$ cat src/rtl/uart_window_decoder.sv
module uart_window_decoder #(
  parameter int NPORTS = 4,
  parameter int MASK_W = 12,
  parameter int ADDR_W = 12,
  parameter int DATA_W = 8
) (
  input  logic                     clk,
  input  logic                     rst_n,
  input  logic [MASK_W-1:0]        slot_mask,
  input  logic [ADDR_W-1:0]        host_addr,
  input  logic                     host_rd,
  input  logic                     host_wr,
  input  logic [DATA_W-1:0]        host_wdata,
  output logic [DATA_W-1:0]        host_rdata,
  output logic                     host_ready,
  output logic [NPORTS-1:0]        port_sel,
  output logic [2:0]               port_addr,
  output logic [DATA_W-1:0]        port_wdata,
  output logic                     port_wr,
  output logic                     port_rd,
  input  logic [NPORTS*DATA_W-1:0] port_rdata,
  input  logic [NPORTS-1:0]        port_irq,
  output logic                     irq_out
);
  localparam int SLOT_AW = 3;
  localparam int IDX_W   = $clog2(MASK_W);
  localparam int TAG_W   = ADDR_W - SLOT_AW;

  logic [NPORTS-1:0][IDX_W-1:0] map_nxt, map_q;
  logic [NPORTS-1:0]            en_nxt, en_q;
  logic [NPORTS-1:0]            hit, irq_lvl;
  logic [DATA_W-1:0]            rd_mux;
  logic                         acc;

  always_comb begin
    int cnt;
    cnt = 0;
    map_nxt = '0;
    en_nxt  = '0;
    for (int i = 0; i < MASK_W; i++) begin
      if (slot_mask[i] && cnt < NPORTS) begin
        map_nxt[cnt] = IDX_W'(i);
        en_nxt[cnt]  = 1'b1;
        cnt = cnt + 1;
      end
    end
  end

  always_ff @(posedge clk) begin
    if (!rst_n) begin
      map_q <= map_nxt;
      en_q  <= en_nxt;
    end
  end

  assign acc = host_rd | host_wr;

  for (genvar p = 0; p < NPORTS; p++) begin : g_dec
    assign hit[p] = en_q[p] && (host_addr[ADDR_W-1:SLOT_AW] == TAG_W'(map_q[p]));
  end

  assign port_sel   = hit & {NPORTS{acc}};
  assign port_addr  = host_addr[SLOT_AW-1:0];
  assign port_wdata = host_wdata;
  assign port_wr    = host_wr & (|hit);
  assign port_rd    = host_rd & (|hit);

  always_comb begin
    rd_mux = '0;
    for (int p = 0; p < NPORTS; p++)
      if (hit[p]) rd_mux = rd_mux | port_rdata[p*DATA_W +: DATA_W];
  end

  always_ff @(posedge clk) begin
    if (!rst_n) begin
      host_ready <= 1'b0;
      host_rdata <= '0;
      irq_lvl    <= '0;
    end else begin
      host_ready <= acc;
      if (host_rd) host_rdata <= rd_mux;
      irq_lvl <= port_irq & en_q;
    end
  end

  assign irq_out = |irq_lvl;
endmodule

$ cat config.mk
export PLATFORM = sky130hd
export DESIGN_NAME = uart_window_decoder
export DESIGN_NICKNAME = d
export VERILOG_FILES = /design/src/rtl/uart_window_decoder.sv
export SDC_FILE = /design/constraint.sdc
export NUM_CORES = 1
export LEC_CHECK = 0
export ABC_AREA = 1
export BUFFER_PORTS_ARGS = -buffer_cell sky130_fd_sc_hd__buf_2
export CELL_PAD_IN_SITES_DETAIL_PLACEMENT = 1
export CELL_PAD_IN_SITES_GLOBAL_PLACEMENT = 1
export CORE_UTILIZATION = 34
export CTS_CLUSTER_DIAMETER = 30
export DETAILED_ROUTE_END_ITERATION = 10
export PLACE_DENSITY_LB_ADDON = 0.1
export SYNTH_ARGS = -nofsm -noshare
export SYNTH_HDL_FRONTEND = slang
export SYNTH_SLANG_ARGS = --single-unit
$ cat constraint.sdc
create_clock -name clk -period 5.2 [get_ports clk]
set_input_delay 0.26 -clock clk [delete_from_list [all_inputs] [get_ports clk]]
set_output_delay 0.26 -clock clk [all_outputs]
set_load 0.03 [all_outputs]
==> impl_metrics.ini <==
[critical_path]
crit-reg2reg-launch = en_q[3]$_DFFE_PN_
path_class = in -> reg
rr_endpoint = host_rdata[4]$_SDFFE_PN0P_
start_kind = primary input
rrSetupSlack_ns = 3.24
crit_required_ns = 5.24
reg2regPathDepth = 6
crit_top_cell = nand2_2
setup.worst_path.end = map_q[2]$_DFFE_PN_
cp_max_fo = 4
end_kind = register
arrival_ns = 4.95
startpoint = slot_mask[1]
cpPeakStageDelay_ns = 0.62
cp_slowest_cell = fa_2

[floorplanning]
die_h_um = 103.0
ios = 99
core.rowCount = 36
die-area_um2 = 10620
die_w_um = 103.0
initial_core_util_pct = 35.35
core_area_um2 = 9819

[min_path]
min_delay_path_depth = 3
min_path_type = in -> reg

[grt]
grt_pass1_wl_um = 16440
overflow = 0
grt_max_degree = 26
grt_pass1_vias = 3620
antenna_found_initial = 0
grt_usage_pct = 19.66

[clocking]
cts_max_path_buffers = 2
h-tree-depth = 2
cts_root_buf = clkbuf_8
tritoncts = done
numCtsBuffers = 5
insertion_delay_ns = 0.28
hold_buffers = 0
clk_pin_slew_ns = 0.07
cts_sinks = 33

[logic_synthesis]
synth_warnings = 0
async_flop_share_pct = 0
synth_edf_count = 20
synth_top_area_cell = edfxtp_1
yosys.area.top_type_share_pct = 17.30
synthDistinctLibCells = 39
synth.top_cells.by_count = nand2_1, inv_1, nor2_1
yosysMostFrequentCell = nand2_1
ys_seq_area_share_pct = 24.80
netlist_top_cells_area = edfxtp_1, ha_1, nand2_1
synth-seq-cells = 33
syn_area_per_cell_um2 = 6.956
synth_flop_cell = edfxtp_1
syn_area_um2 = 3471
synthCells = 499
syn_nets = 611

[placement]
placed_cells = 738
dp_hpwl_um = 8860
gp_congestion = 0.8741
portBuffers = 76

[drt]
drt_iter0_markers = 63
drt_first_pass_iters = 4
drt_wl_total_um = 10140
drc = 0
vias_per_cell = 4.762
post_drt_wl_per_cell_um = 13.55
drtAntennaViolNets = 0
num_vias = 3562

[finish]
finalNetCount = 726
post-route-util_pct = 45.51
layout.cells.non_filler = 748
multi_input_area_um2 = 2281
area_growth_pct = 28.77
diodes = 0
seq_area_um2 = 860.8
drive_gt1_share_pct = 32.36
fill_cells = 1330

[run_status]
outcome = finished, final reports clean

[timing]
final.setup_skew_ns = 0.008746
period_minus_slack_ns = 4.914
setup-violations-final = 0
slew_viol_final = 0
hold_viol_final = 0
tightest_slew_ns = 0.8714
fmax_ghz = 0.2035
finalCritPeriodShare_pct = 94.49
slew_headroom_pct = 41.84

[power_and_ir_drop]
powerDensity_nw_per_um2 = 338.4
power_leakage_nw = 2.341
ir_drop_uv = 124.1

[flow_run]
drv_cap = 0
## cells in the final DEF (no fill, tap or decap), types with 2 or more instances in the layout
cell type   n
inv_1      85
nand2_1    85
buf_2      76
nor2_1     46
buf_4      46
nand3_1    40
ha_1       35
o21ai_0    32
nand2_2    22
edfxtp_1   20
a21oi_1    17
dfxtp_1    13
nand3_2    11
a221oi_1    7
nand2_4     6
inv_2       6
nor3_1      5
clkbuf_8    5
or2_2       4
nor2_2      4
o211ai_1    4
nor4_1      4
ha_4        4
nand3_4     3
nor2_4      3
o21ai_2     3
nand3b_1    3
xor2_1      3
clkinv_1    3
nand4_1     3
a21oi_2     2
a31oi_1     2
o22ai_1     2
a41oi_1     2
clkinv_2    2
## worst min-delay path by stage
| stage | startpoint | endpoint | slack (ns) |
|---|---|---|---|
| 2_1_floorplan | port_irq[0] | irq_lvl[0]$_SDFF_PN0_ | 0.38 |
| 6_report | port_irq[1] | irq_lvl[1]$_SDFF_PN0_ | 0.21 |
| 5_1_grt | port_irq[0] | irq_lvl[0]$_SDFF_PN0_ | 0.20 |
| 3_5_place_dp | port_irq[1] | irq_lvl[1]$_SDFF_PN0_ | 0.49 |
| 4_1_cts | port_irq[1] | irq_lvl[1]$_SDFF_PN0_ | 0.20 |
| 3_3_place_gp | port_irq[0] | irq_lvl[0]$_SDFF_PN0_ | 0.48 |
## where the power goes
part / switching (mW) / leakage, nW / total (mW) / internal, mW
combinational: 0.548 / 2.00 / 0.937 / 0.389
sequential: 0.0286 / 0.301 / 0.391 / 0.363
clock: 0.0917 / 0.0450 / 0.184 / 0.0927
## final cells by class
cell class,count,share of cell area (%)
multi-input combinational,358,51.04
sequential,33,19.26
timing repair buffer,122,16.24
inverter,94,7.895
tap,133,3.723
clock buffer,6,1.624
clock inverter,2,0.2240
## metrics by stage
step | TNS, ns | setup slack [ns] | hold slack [ns] | total power [mW] | area (um2)
floorplan | 0 | 0.02591 | 0.3827 | 0.9873 | 3541
global placement | 0 | 0.003203 | 0.4844 | 1.271 | 4323
detailed placement | -1.565 | -0.1709 | 0.4921 | 1.305 | 4323
CTS | 0 | 0.1345 | 0.1962 | 1.496 | 4405
global route | -0.1085 | -0.02811 | 0.2024 | 1.671 | 4469
finish | 0 | 0.2863 | 0.2067 | 1.512 | 4469
## logic make-up after synthesis
kind of cell,count (synthesis),share of synthesized area (%)
AOI/OAI and AO/OA,74,12.69
xor gates and xnor gates,3,0.7572
adders and majority gates,40,14.64
buffers and inverters,108,12.91
DFF,33,24.80
and+or+nand+nor,241,34.21
## sequential cells by signal, summed over array words and instances, names as in the netlist
signal and cells:
host_rdata 8, en_q 4, host_ready 1, irq_lvl 4, map_q 16
## routing by layer
metal,GRT usage (%),part of all wire (%),vias up
met5,0,0,-
met4,4.875,1.2,0
met3,1.559,1.9,6
met1,22.65,43,1667
met2,38.72,54,53
li1,-,-,1836
## timing repair
action,4_1_cts,5_1_grt
setup buffers,0,2
endpoints found under the setup margin,0,19
gates resized for setup,0,13
hold endpoints to repair,0,0
## critical path, delay by kind of cell
| kind | cells | cell delay, ns |
|---|---|---|
| buffers and inverters | 3 | 0.22 |
| and+or+nand+nor | 19 | 1.81 |
| adders and majority gates | 9 | 2.63 |
(Power assumes the default switching activity.)
